### config.mk
export PLATFORM = sky130hd
export DESIGN_NAME = sctl_rx
export DESIGN_NICKNAME = d
export VERILOG_FILES = /design/src/rtl/sctl_pkg.sv /design/src/rtl/sctl_sync.sv /design/src/rtl/sctl_ctrl.sv /design/src/rtl/sctl_dpath.sv /design/src/rtl/sctl_rx.sv
export SDC_FILE = /design/constraint.sdc
export NUM_CORES = 1
export LEC_CHECK = 0
export ABC_AREA = 1
export BUFFER_PORTS_ARGS = -buffer_cell sky130_fd_sc_hd__buf_2
export CORE_ASPECT_RATIO = 0.75
export CORE_MARGIN = 8
export CORE_UTILIZATION = 59
export DETAILED_ROUTE_END_ITERATION = 10
export GPL_ROUTABILITY_DRIVEN = 0
export PLACE_DENSITY = 0.87
export SLEW_MARGIN = 20
export SYNTH_ARGS = -nofsm -noshare
export SYNTH_HDL_FRONTEND = slang
export SYNTH_HIERARCHICAL = 1
export SYNTH_SLANG_ARGS = --single-unit
### constraint.sdc
create_clock -name clk -period 3.7 [get_ports clk]
set_clock_uncertainty 0.2 [all_clocks]
set_input_delay 0.185 -clock clk [delete_from_list [all_inputs] [get_ports clk]]
set_output_delay 0.185 -clock clk [all_outputs]
set_load 0.05 [all_outputs]
### src/rtl/sctl_pkg.sv
package sctl_pkg;
  localparam int BYTE_W  = 8;
  localparam int VAL_W   = 6;
  localparam int IDX_W   = 2;
  localparam int REG_CNT = 1 << IDX_W;
  localparam int ID_W    = 6;
  localparam int GRP_W   = 2;

  typedef enum logic [GRP_W-1:0] {
    GRP_DATA  = 2'b00,
    GRP_SKIP1 = 2'b01,
    GRP_STAT  = 2'b10,
    GRP_SKIP3 = 2'b11
  } grp_e;

  // write strobes from control to the register bank
  typedef struct packed {
    logic             wrData;
    logic             wrStat;
    logic [IDX_W-1:0] idx;
    logic [VAL_W-1:0] val;
  } wr_stb_t;
endpackage

### src/rtl/sctl_sync.sv
module sctl_sync #(
  parameter int STAGES = 2,
  parameter int WIDTH  = 3
) (
  input  logic             clk,
  input  logic             rstN,
  input  logic [WIDTH-1:0] din,
  output logic [WIDTH-1:0] dout
);
  logic [WIDTH-1:0] pipe [STAGES];

  always_ff @(posedge clk) begin
    if (!rstN) begin
      for (int s = 0; s < STAGES; s++) pipe[s] <= '0;
    end else begin
      pipe[0] <= din;
      for (int s = 1; s < STAGES; s++) pipe[s] <= pipe[s-1];
    end
  end

  assign dout = pipe[STAGES-1];
endmodule

### src/rtl/sctl_ctrl.sv
module sctl_ctrl
  import sctl_pkg::*;
#(
  parameter int              SYNC_STAGES = 2,
  parameter logic [ID_W-1:0] DEV_ID      = 6'b000101
) (
  input  logic    clk,
  input  logic    rstN,
  input  logic    serData,
  input  logic    serMode,
  input  logic    serClk,
  output wr_stb_t stb
);
  localparam int CNT_W = $clog2(BYTE_W);
  localparam logic [CNT_W-1:0] LAST_BIT = CNT_W'(BYTE_W - 1);

  logic             clkS, datS, modeS;
  logic             clkPrev, modePrev;
  logic [CNT_W-1:0] bitCnt;
  logic [BYTE_W-1:0] shReg;
  logic             devSel;
  grp_e             grp;

  sctl_sync #(.STAGES(SYNC_STAGES), .WIDTH(3)) u_sync (
    .clk  (clk),
    .rstN (rstN),
    .din  ({serClk, serData, serMode}),
    .dout ({clkS, datS, modeS})
  );

  logic              rise, modeChg, lastBit;
  logic [BYTE_W-1:0] full;

  always_comb begin
    rise    = clkS & ~clkPrev;
    modeChg = modeS ^ modePrev;
    lastBit = rise && (bitCnt == LAST_BIT);
    full    = {datS, shReg[BYTE_W-1:1]};
  end

  always_ff @(posedge clk) begin
    if (!rstN) begin
      clkPrev  <= 1'b0;
      modePrev <= 1'b0;
      bitCnt   <= '0;
      shReg    <= '0;
      devSel   <= 1'b0;
      grp      <= GRP_SKIP1;
      stb      <= '0;
    end else begin
      clkPrev  <= clkS;
      modePrev <= modeS;
      stb      <= '0;
      if (modeChg) begin
        bitCnt <= '0;
      end else if (rise) begin
        shReg  <= full;
        bitCnt <= bitCnt + 1'b1;
        if (lastBit) begin
          if (!modeS) begin
            devSel <= (full[BYTE_W-1:GRP_W] == DEV_ID);
            grp    <= grp_e'(full[GRP_W-1:0]);
          end else if (devSel) begin
            stb.wrData <= (grp == GRP_DATA);
            stb.wrStat <= (grp == GRP_STAT);
            stb.idx    <= full[BYTE_W-1:VAL_W];
            stb.val    <= full[VAL_W-1:0];
          end
        end
      end
    end
  end
endmodule

### src/rtl/sctl_dpath.sv
module sctl_dpath
  import sctl_pkg::*;
#(
  parameter int               MUTE_IDX = 2,
  parameter logic [VAL_W-1:0] MUTE_RST = 6'h01
) (
  input  logic                     clk,
  input  logic                     rstN,
  input  wr_stb_t                  stb,
  output logic [REG_CNT*VAL_W-1:0] dataRegs,
  output logic [REG_CNT*VAL_W-1:0] statRegs
);
  for (genvar g = 0; g < REG_CNT; g++) begin : g_reg
    localparam logic [VAL_W-1:0] D_RST = (g == MUTE_IDX) ? MUTE_RST : '0;
    logic [VAL_W-1:0] dq, sq;
    logic             hit;

    assign hit = (stb.idx == IDX_W'(g));

    always_ff @(posedge clk) begin
      if (!rstN) begin
        dq <= D_RST;
        sq <= '0;
      end else begin
        if (stb.wrData && hit) dq <= stb.val;
        if (stb.wrStat && hit) sq <= stb.val;
      end
    end

    assign dataRegs[g*VAL_W +: VAL_W] = dq;
    assign statRegs[g*VAL_W +: VAL_W] = sq;
  end
endmodule

### src/rtl/sctl_rx.sv
module sctl_rx
  import sctl_pkg::*;
#(
  parameter int               SYNC_STAGES = 2,
  parameter logic [ID_W-1:0]  DEV_ID      = 6'b000101,
  parameter int               MUTE_IDX    = 2,
  parameter logic [VAL_W-1:0] MUTE_RST    = 6'h01
) (
  input  logic                     clk,
  input  logic                     rstN,
  input  logic                     serData,
  input  logic                     serMode,
  input  logic                     serClk,
  output logic [REG_CNT*VAL_W-1:0] dataRegs,
  output logic [REG_CNT*VAL_W-1:0] statRegs
);
  wr_stb_t stb;

  sctl_ctrl #(.SYNC_STAGES(SYNC_STAGES), .DEV_ID(DEV_ID)) u_ctrl (
    .clk     (clk),
    .rstN    (rstN),
    .serData (serData),
    .serMode (serMode),
    .serClk  (serClk),
    .stb     (stb)
  );

  sctl_dpath #(.MUTE_IDX(MUTE_IDX), .MUTE_RST(MUTE_RST)) u_dpath (
    .clk      (clk),
    .rstN     (rstN),
    .stb      (stb),
    .dataRegs (dataRegs),
    .statRegs (statRegs)
  );
endmodule

==> results of run 1 <==
synthesized netlist by cell type:
library cell    n
nand2_2         1
nand3_1        22
dfxtp_1        79
buf_1           2
o21ai_0        10
nor2_1        117
a21oi_1        13
nand4_1         3
clkbuf_1        3
ha_1            3
buf_4           8
clkbuf_2        1
buf_2           6
nand3_2         1
nor2_4          2
nand2_1        99
inv_2           2
nor2_2          1
inv_1          71
logic make-up (layout without fill, tap and decap cells):
family / Yosys count / count (layout)
and+or+nand+nor: 246 / 246
buffers and inverters: 93 / 145
DFF: 79 / 79
AOI/OAI and AO/OA: 23 / 23
adders and majority gates: 3 / 3
cell type report:
| type | count | area [um^2] |
|---|---|---|
| Clock buffer | 11 | 141.4 |
| Clock inverter | 5 | 81.33 |
| Fill cell | 439 | 1602 |
| Inverter | 73 | 274.0 |
| Multi-Input combinational cell | 272 | 1137 |
| Sequential cell | 79 | 1582 |
| Tap cell | 75 | 93.84 |
| Timing Repair Buffer | 56 | 297.8 |
state kept, by name, indices dropped and copies added (netlist names):
register and cells:
u_ctrl/clkPrev 1, u_ctrl/bitCnt 3, u_ctrl/stb 10, u_ctrl/shReg 7
u_dpath/g.dq 24, u_ctrl/modePrev 1, u_dpath/g.sq 24, u_ctrl/grp 2
u_ctrl/u_sync/pipe 6, u_ctrl/devSel 1
power groups by stage:
stage	clock network [W]	registers, W	logic [W]
after CTS	0.000719	0.000864	0.0000408
final	0.000700	0.000864	0.0000408
after floorplan	0	0.000882	0.0000318
after detailed placement	0	0.000884	0.0000383
after global placement	0	0.000884	0.0000368
after global routing	0.000751	0.000865	0.0000468
placed cells by master (no fill, tap or decap), drive strengths merged:
cell type	netlist	layout
a21oi	13	13
buf	16	53
bufinv	0	2
clkbuf	4	11
clkinv	0	2
clkinvlp	0	1
dfxtp	79	79
dlygate4sd3	0	3
ha	3	3
inv	73	73
nand2	100	100
nand3	23	23
nand4	3	3
nor2	120	120
o21ai	10	10
final timing paths:
| check | startpoint | end | slack [ns] |
|---|---|---|---|
| hold / removal | rstN | u_ctrl/u_sync/pipe[0][3]$_SDFF_PN0_ | 0.11 |
| hold reg to reg | u_ctrl/u_sync/pipe[0][1]$_SDFF_PN0_ | u_ctrl/u_sync/pipe[0][4]$_SDFF_PN0_ | 0.21 |
| setup / recovery | u_ctrl/stb[8]$_SDFF_PP0_ | u_dpath/g_reg[3].sq[5]$_SDFFE_PN0P_ | 1.95 |
| setup reg to reg | u_ctrl/stb[8]$_SDFF_PP0_ | u_dpath/g_reg[3].sq[5]$_SDFFE_PN0P_ | 1.95 |
worst max-delay path, stage by stage, from the launching register on:
cell and delay (ns):
dfxtp_1 0.69, nand3_1 0.45, nand2_1 0.16, nand2_1 0.06, nor2_1 0.12
metrics by stage:
| stage | util (%) | hold WS [ns] |
|---|---|---|
| floorplan | - | 0.07845 |
| global placement | 64.40 | 0.1673 |
| detailed placement | 64.40 | 0.1731 |
| CTS | 69.25 | 0.09310 |
| global route | 69.25 | 0.1305 |
| finish | 69.25 | 0.1077 |
routing by layer:
| metal | share of wire (%) | vias up |
|---|---|---|
| li1 | - | 1399 |
| met2 | 45 | 81 |
| met5 | 0 | - |
| met1 | 46 | 1171 |
| met3 | 8.8 | 4 |
| met4 | 0.36 | 0 |
timing repair:
action	4_1_cts	5_1_grt
endpoints found under the hold margin	3	0
gates resized for setup	0	0
buffers inserted	0	0
hold buffers	3	0
==> out/results.txt, run 1 <==
status: completed
final worst setup slack: 1.951 ns
final hold violation count: 0
Comb power frac: 2.5%
yosys warns: 6
first-pass GRT wire length: 11010 um
Vias: 2655
M2 GR Usage: 27.97%
synthesized area: 3107 um^2
top-area cell type share of the netlist area: 50.91%
Peak Freq: 0.5716 GHz
gr usage total: 17.62%
chip width: 99.79 um
Yosys top cell by area: dfxtp_1
grt ovf: 0
CTS tree: done
Max Cap Viol: 0
Internal Power: 0.001271 W
Initial Util: 59.64%
vias in the first global route: 2437
Clock H-tree levels: 3
compound-cell area share of the yosys netlist: 3.705%
DP Wirelength: 4587 um
largest net degree at the start of global routing: 37
Reg power frac: 53.8%
DR WL/cell: 11.77 um
Core ar.: 5209 um^2
die area: 7868 um^2
synthesized net count: 452
placed instance count: 552
CP max FO: 15
Final Max Tran Viols: 0
final wirelength: 6720 um
DP Area: 3354 um^2
clock root cell: clkbuf_8
clock sink total: 79
met3 usage: 8.210%
Hold Path Cell Cnt: 3
worst slack, placed: 2.015 ns
VDD IR max: 0.0004516 V
Hold Path Class: primary input to register
IO Count: 53
die height: 78.85 um
CP endpoint kind: register
main area contributors after synthesis: dfxtp_1 51%, nor2_1 14%, nand2_1 12%
#FFs+latches synth: 79
endpoints failing setup: 0
clock share of power: 43.6%
Mean Syn Cell Area: 6.997 um^2
xor/xnor share of the synthesized area: 0%
GR peak layer: met2
Finished Layout Cells: 571
Power, Total: 0.001605 W
Antenna Nets Post-Route: 0
mux share of post-synthesis cell area: 0%
met1 Track Usage GR: 20.48%
Synth cell types: 19
clk buf depth: 2
initial antenna violation count: 0
share of cells above drive strength 1: 15.12%
Synth Instances: 444
sequential area share after synthesis: 50.91%
Register-to-Register Path Depth: 4
Pwr Density: 445.0 nW/um^2
post-route cell area: 3607 um^2
clock-pin slew on the worst setup and hold paths: 0.07 ns
ant diodes: 0
minimum clock period after layout: 1.749 ns
detailed-router iteration count before antenna repair: 4
largest family of logic cells by synthesized area: simple AND/OR/NAND/NOR gates
Layout Nets: 499
final setup TNS: 0 ns
Clk Latency, worst-skew pair: 0.35 ns
critical path class: register to register
I/O Buffers: 52
Final Cycle Share: 47.28%
Worst Tran Pin Value: 0.8561 ns
RSZ-0062 raised after global routing: false
fraction of the mapped netlist area in simple logic gates: 31.70%
Num CTS Buffers: 9
arrival time worst endpoint: 1.83 ns
Net Switching: 0.0003346 W
DR iter-0 viols: 207
Setup crit start kind: register
row count: 23
Worst slew margin: 42.86%
leakage power: 2.040 nW
via/cell ratio: 4.650
post-synthesis adder-cell area fraction: 1.208%
area grow syn2layout: 16.11%
DRC: 0
switch share: 20.84%
Critical Path RT: 3.78 ns
(Power assumes the default switching activity.)
==> run 2, diff against run 1 <==
--- a/config.mk
+++ b/config.mk
@@ -9,10 +9,10 @@
 export BUFFER_PORTS_ARGS = -buffer_cell sky130_fd_sc_hd__buf_2
 export CORE_ASPECT_RATIO = 0.75
 export CORE_MARGIN = 8
-export CORE_UTILIZATION = 59
+export CORE_UTILIZATION = 50
 export DETAILED_ROUTE_END_ITERATION = 10
 export GPL_ROUTABILITY_DRIVEN = 0
-export PLACE_DENSITY = 0.87
+export PLACE_DENSITY = 0.79
 export SLEW_MARGIN = 20
 export SYNTH_ARGS = -nofsm -noshare
 export SYNTH_HDL_FRONTEND = slang
==> constraint.sdc (replaced) <==
create_clock -name clk -period 1.55 [get_ports clk]
set_clock_uncertainty 0.2 [all_clocks]
set_input_delay 0.0775 -clock clk [delete_from_list [all_inputs] [get_ports clk]]
set_output_delay 0.0775 -clock clk [all_outputs]
set_load 0.05 [all_outputs]
==> run 2 against run 1 <==
Cell count rose by 3.0%. Via count rose by 0.64%. Register-to-register slack got worse by 1.9 ns. Sequential cell count did not move. Critical path type unchanged. Highest routed layer unchanged. Routed wire length rose by 0.12%. Die area rose by 15%. Largest cell class unchanged.
==> out/results.txt, run 2 (synthesized netlist as in run 1, its figures left out) <==
RSZ-0062 raised after global routing: true
CP max FO: 5 (-10)
Worst Tran Pin Value: 0.4727 ns (-0.3834 ns)
Regs by FF count: u_dpath/g.dq: 24 flops, u_dpath/g.sq: 24 flops, u_ctrl/stb: 10 flops
Num CTS Buffers: 9 (unchanged)
Internal Power: 0.003246 W (+160%)
chip width: 107.0 um (+7.2%)
Final Cycle Share: 96.68% (+49 points)
worst slack, placed: 0.01207 ns (-2.003 ns)
clock share of power: 46.0% (+2.4 points)
minimum clock period after layout: 1.498 ns (-0.2510 ns)
hold path endpoint: u_ctrl/u_sync/pipe[0][4]$_SDFF_PN0_
area grow syn2layout: 21.47%
DRC: 0 (unchanged)
initial antenna violation count: 0 (unchanged)
die area: 9018 um^2 (+15%)
detailed-router iteration count before antenna repair: 5 (+1)
Initial Util: 50.42% (-9.2 points)
Final Max Tran Viols: 0 (unchanged)
Comb power frac: 2.8% (+0.3 points)
max incr delay on CP: 0.36 ns (-0.33 ns)
row count: 25 (+8.7%)
RR Endpoint: u_ctrl/shReg[6]$_SDFFE_PN0P_
Max Cap Viol: 0 (unchanged)
I/O Buffers: 52 (unchanged)
Pwr Density: 1068 nW/um^2 (+140%)
final setup TNS: 0 ns (unchanged)
CP bufs+invs: 2 (+2)
Core ar.: 6162 um^2 (+18%)
first-pass GRT wire length: 11360 um (+3.3%)
Max Used Layer: met4
grt ovf: 0 (unchanged)
most frequent cells in the layout: 117 x nor2_1, 99 x nand2_1, 78 x dfxtp_1
Clk Latency, worst-skew pair: 0.34 ns (about the same)
Peak Freq: 0.6674 GHz (+17%)
critical path class: register to register
arrival time worst endpoint: 1.54 ns (-0.29 ns)
DP Wirelength: 4563 um (-0.51%)
Power, Total: 0.004031 W (+150%)
Filler cells: 559 (+27%)
met3 wire len: 561 um (-4.6%)
post-route cell area: 3774 um^2 (+4.6%)
WL met2: 2948 um (-2.0%)
worst hold start: u_ctrl/u_sync/pipe[0][1]$_SDFF_PN0_
Clock H-tree levels: 3 (unchanged)
final hold violation count: 0 (unchanged)
clk buf depth: 2 (unchanged)
final worst setup slack: 0.05154 ns (-1.899 ns)
switch share: 19.47% (-1.4 points)
gr usage total: 15.53% (-2.1 points)
share of cells above drive strength 1: 16.57% (+1.4 points)
commonest non-fill, non-tap cell in the layout: nor2_1
reg2reg start: u_ctrl/u_sync/pipe[0][3]$_SDFF_PN0_
Worst slew margin: 68.40% (+26 points)
placed instance count: 564 (+2.2%)
Register-to-Register Path Depth: 6 (+2)
IO Count: 53 (unchanged)
clock-pin slew on the worst setup and hold paths: 0.08 ns (about the same)
ant diodes: 0 (unchanged)
r2r setup slk: 0.05 ns (-1.90 ns)
Setup crit start kind: register
clock sink total: 79 (unchanged)
leakage power: 2.118 nW (+3.8%)
CTS tree: done
endpoints failing setup: 0 (unchanged)
Finished Layout Cells: 588 (+3.0%)
Slowest-stage cell, CP: ha_2
via/cell ratio: 4.544 (-2.3%)
critical path cell sequence: inv_1, ha_2, nor2_4, buf_4, o21ai_0, nor2_1
Hold Path Class: register to register
Net Switching: 0.0007849 W (+130%)
DR WL/cell: 11.44 um (-2.8%)
Antenna Nets Post-Route: 0 (unchanged)
M1 wire length: 3126 um (+0.87%)
Hold Path Cell Cnt: 2 (-1)
DP Area: 3432 um^2 (+2.3%)
cell family with most CP delay: adder cells
Reg power frac: 51.2% (-2.6 points)
VDD IR max: 0.0005842 V (+29%)
final wirelength: 6728 um (+0.12%)
status: completed
Layout Nets: 511 (+2.4%)
Critical Path RT: 1.59 ns (-2.19 ns)
die height: 84.27 um (+6.9%)
vias in the first global route: 2521 (+3.4%)
CP endpoint kind: register
DR iter-0 viols: 124 (-40%)
largest net degree at the start of global routing: 61 (+65%)
Vias: 2672 (+0.64%)
clock root cell: clkbuf_8
-- run 2: final cells by class --
cell class | count | area [um^2] | area share [%]
Clock buffer | 12 | 155.1 | 4.111
Multi-Input combinational cell | 272 | 1147 | 30.40
Tap cell | 81 | 101.3 | 2.686
Sequential cell | 79 | 1583 | 41.94
Clock inverter | 3 | 90.09 | 2.387
Timing Repair Buffer | 68 | 422.9 | 11.21
Inverter | 73 | 274.0 | 7.261
-- run 2: layer usage --
metal  global-route usage [%]  vias to the layer above
met5                        0                        -
met4                    4.968                        0
met3                    6.503                        6
met2                    23.85                       66
met1                    19.12                     1176
li1                         -                     1424
-- run 2: worst max-delay path by stage --
stage | slack [ns] | end | startpoint | cells past startpoint
3_5_place_dp | 0.01 | u_ctrl/shReg[6]$_SDFFE_PN0P_ | u_ctrl/u_sync/pipe[0][3]$_SDFF_PN0_ | 6
3_3_place_gp | 0.1 | u_ctrl/shReg[5]$_SDFFE_PN0P_ | u_ctrl/u_sync/pipe[0][3]$_SDFF_PN0_ | 6
5_1_grt | -0.03 | u_dpath/g_reg[2].sq[4]$_SDFFE_PN0P_ | u_ctrl/stb[7]$_SDFF_PP0_ | 4
2_1_floorplan | 0.1 | u_ctrl/shReg[1]$_SDFFE_PN0P_ | u_ctrl/u_sync/pipe[0][3]$_SDFF_PN0_ | 7
6_report | 0.05 | u_ctrl/shReg[6]$_SDFFE_PN0P_ | u_ctrl/u_sync/pipe[0][3]$_SDFF_PN0_ | 6
4_1_cts | 0.008 | u_ctrl/shReg[6]$_SDFFE_PN0P_ | u_ctrl/u_sync/pipe[0][3]$_SDFF_PN0_ | 6
-- run 2: timing repair --
item / 4_1_cts / 5_1_grt
pin swaps: 1 / 1
endpoints found under the hold margin: 6 / 0
setup buffers: 0 / 2
endpoints found under the setup margin: 3 / 22
gates resized for setup: 1 / 2
hold buffers: 7 / 0
-- run 2: stage by stage --
step / util (%) / hold WS (ns)
finish: 61.24 / 0.2195
global route: 61.24 / 0.2433
CTS: 60.93 / 0.2154
detailed placement: 55.70 / 0.06841
global placement: 55.70 / 0.06012
floorplan: - / -0.02905
-- run 2: worst register-to-register path: cells and delay by family (launching register included) --
family                     cells  cell delay (ns)
and+or+nand+nor                2             0.12
AOI/OAI and AO/OA              1             0.17
adders and majority gates      1             0.36
DFF                            1             0.35
buffers and inverters          2             0.19
-- run 2: power groups by stage --
stage               combinational [W]  sequential (W)  clock, W
finish                       0.000114         0.00206   0.00185
detailed placement          0.0000963         0.00211         0
global route                 0.000130         0.00207   0.00198
CTS                          0.000111         0.00206   0.00189
floorplan                   0.0000759         0.00210         0
global placement            0.0000932         0.00211         0
==> run 3, diff against run 2 <==
--- a/config.mk
+++ b/config.mk
@@ -13,6 +13,7 @@
 export DETAILED_ROUTE_END_ITERATION = 10
 export GPL_ROUTABILITY_DRIVEN = 0
 export PLACE_DENSITY = 0.79
+export REMOVE_ABC_BUFFERS = 1
 export SLEW_MARGIN = 20
 export SYNTH_ARGS = -nofsm -noshare
 export SYNTH_HDL_FRONTEND = slang
==> run 3 against run 2 <==
Via count fell by 1.1%. Setup slack gained 0.065 ns. First-iteration DRC count increased by 70%. Total power shrank 9.1%. Cell count decreased by 0.68%. Clock power decreased by 19%. Count of clock-buffer cells in the layout shrank 1. Largest power group unchanged.
==> out/results.txt, run 3 (synthesized netlist as in run 1, its figures left out) <==
CTS tree: done
grt ovf: 0 (unchanged)
leakage power: 2.054 nW (-3.0%)
via/cell ratio: 4.524 (-0.45%)
Vias: 2642 (-1.1%)
Core ar.: 6162 um^2 (unchanged)
Antenna Nets Post-Route: 0 (unchanged)
critical path cell sequence: inv_1, nand3_1, nand2_1, nand2_1, nor2_1
DP Area: 3407 um^2 (-0.73%)
instance count on the critical path: 5 (-1)
arrival time worst endpoint: 1.47 ns (-0.07 ns)
clock root cell: clkbuf_8
ant diodes: 0 (unchanged)
area grow syn2layout: 18.00%
cell family with most CP delay: simple AND/OR/NAND/NOR gates
Final Max Tran Viols: 0 (unchanged)
CP bufs+invs: 1 (-1)
critical path class: register to register
Worst slew margin: 71.14% (+2.7 points)
Slowest-stage cell, CP: dfxtp_1
worst hold start: u_ctrl/u_sync/pipe[0][1]$_SDFF_PN0_
Worst Setup SP: u_ctrl/stb[7]$_SDFF_PP0_
die area: 9018 um^2 (unchanged)
DRC: 0 (unchanged)
Filler cells: 547 (-2.1%)
worst slack, placed: 0.02593 ns (+0.01386 ns)
endpoints failing setup: 0 (unchanged)
row count: 25 (unchanged)
Num CTS Buffers: 9 (unchanged)
RSZ-0062 raised after global routing: true
Peak Freq: 0.6975 GHz (+4.5%)
I/O Buffers: 52 (unchanged)
final wirelength: 6575 um (-2.3%)
minimum clock period after layout: 1.434 ns (-0.06482 ns)
DP Wirelength: 4588 um (+0.55%)
commonest non-fill, non-tap cell in the layout: nor2_1
Layout Nets: 506 (-0.98%)
DR WL/cell: 11.26 um (-1.6%)
Setup crit start kind: register
vias in the first global route: 2480 (-1.6%)
first-pass GRT wire length: 11130 um (-2.1%)
clk buf depth: 2 (unchanged)
Final Cycle Share: 92.49% (-4.2 points)
share of cells above drive strength 1: 16.70% (+0.13 points)
detailed-router iteration count before antenna repair: 4 (-1)
Pwr Density: 999.0 nW/um^2 (-6.5%)
most frequent cells in the layout: 117 x nor2_1, 99 x nand2_1, 79 x dfxtp_1
clock sink total: 79 (unchanged)
Clk Latency, worst-skew pair: 0.35 ns (about the same)
Worst Tran Pin Value: 0.4317 ns (-0.04103 ns)
Hold Path Cell Cnt: 2 (unchanged)
final worst setup slack: 0.1164 ns (+0.06482 ns)
reg2reg start: u_ctrl/stb[7]$_SDFF_PP0_
die height: 84.27 um (unchanged)
Regs by FF count: u_dpath/g.dq: 24 flops, u_dpath/g.sq: 24 flops, u_ctrl/stb: 10 flops
Clock H-tree levels: 3 (unchanged)
chip width: 107.0 um (unchanged)
VDD IR max: 0.0005221 V (-11%)
Critical Path RT: 1.59 ns (about the same)
final hold violation count: 0 (unchanged)
Initial Util: 50.42% (unchanged)
clock-pin slew on the worst setup and hold paths: 0.08 ns (about the same)
Max Cap Viol: 0 (unchanged)
CP max FO: 12 (+7)
Hold Path Class: register to register
initial antenna violation count: 0 (unchanged)
status: completed
DR iter-0 viols: 211 (+70%)
largest net degree at the start of global routing: 44 (-28%)
post-route cell area: 3666 um^2 (-2.9%)
CP endpoint kind: register
Register-to-Register Path Depth: 5 (-1)
Critical Path Most Common Cell: nand2_1
IO Count: 53 (unchanged)
max incr delay on CP: 0.46 ns (+0.10 ns)
gr usage total: 15.05% (-0.48 points)
==> run 3: changes by cell type in the layout (fill, tap and decap cells not counted), sizes merged <==
cell	before	now
clkinvlp	0	3
dlygate4sd3	7	4
buf	61	59
bufinv	3	1
clkbuf	12	11
clkinv	0	1
==> run 3: power breakdown <==
part | total, W | internal, W | switching (W)
clock network | 0.00150 | 0.000785 | 0.000711
logic | 0.000103 | 0.0000373 | 0.0000653
registers | 0.00206 | 0.00205 | 0.0000154
==> run 3: final cells by class <==
type / count / area, um^2 / area share [%]
inverter: 73 / 274.0 / 7.474
tap: 81 / 101.3 / 2.764
timing repair buffer: 63 / 352.8 / 9.625
multi-input combinational: 272 / 1157 / 31.57
clock buffer: 11 / 141.4 / 3.857
sequential: 79 / 1582 / 43.14
clock inverter: 5 / 57.56 / 1.570
==> run 3: per-layer routing <==
layer / vias up / global-route usage (%) / wire length [um]
met5: - / 0 / 0
met4: 0 / 3.439 / 36
met3: 3 / 6.350 / 575
met2: 71 / 25.31 / 3050
met1: 1152 / 17.21 / 2913
li1: 1416 / - / -
==> run 3: worst register-to-register path, delay by kind of cell (launching register included) <==
| family | cells | cell delay, ns |
|---|---|---|
| buf+inv | 1 | 0.12 |
| simple gates | 4 | 0.55 |
| flops | 1 | 0.46 |
==> run 3: repair_timing <==
action | CTS | global route
endpoints found under the setup margin | 0 | 23
endpoints found under the hold margin | 21 | 0
gates resized for setup | 0 | 4
buffers inserted | 0 | 0
hold buffers | 4 | 0
==> run 3: metrics by stage <==
stage	std cells	setup TNS [ns]	hold slack (ns)	total power (W)	utilization, %
final	584	0	0.2070	0.003662	59.49
after CTS	584	0	0.2071	0.003715	59.17
after detailed placement	564	0	0.06172	0.002205	55.29
after global routing	584	-0.1038	0.2124	0.003812	59.49
after global placement	564	0	0.06359	0.002202	55.29
after floorplan	424	0	-0.03838	0.002158	-
==> run 3: path summary, 6_finish.rpt <==
path	endpoint	slack (ns)
worst max register to register	u_dpath/g_reg[1].sq[5]$_SDFFE_PN0P_	0.12
worst min register to register	u_ctrl/u_sync/pipe[0][4]$_SDFF_PN0_	0.21
worst max-delay path	u_dpath/g_reg[1].sq[5]$_SDFFE_PN0P_	0.12
worst min-delay path	u_ctrl/u_sync/pipe[0][4]$_SDFF_PN0_	0.21
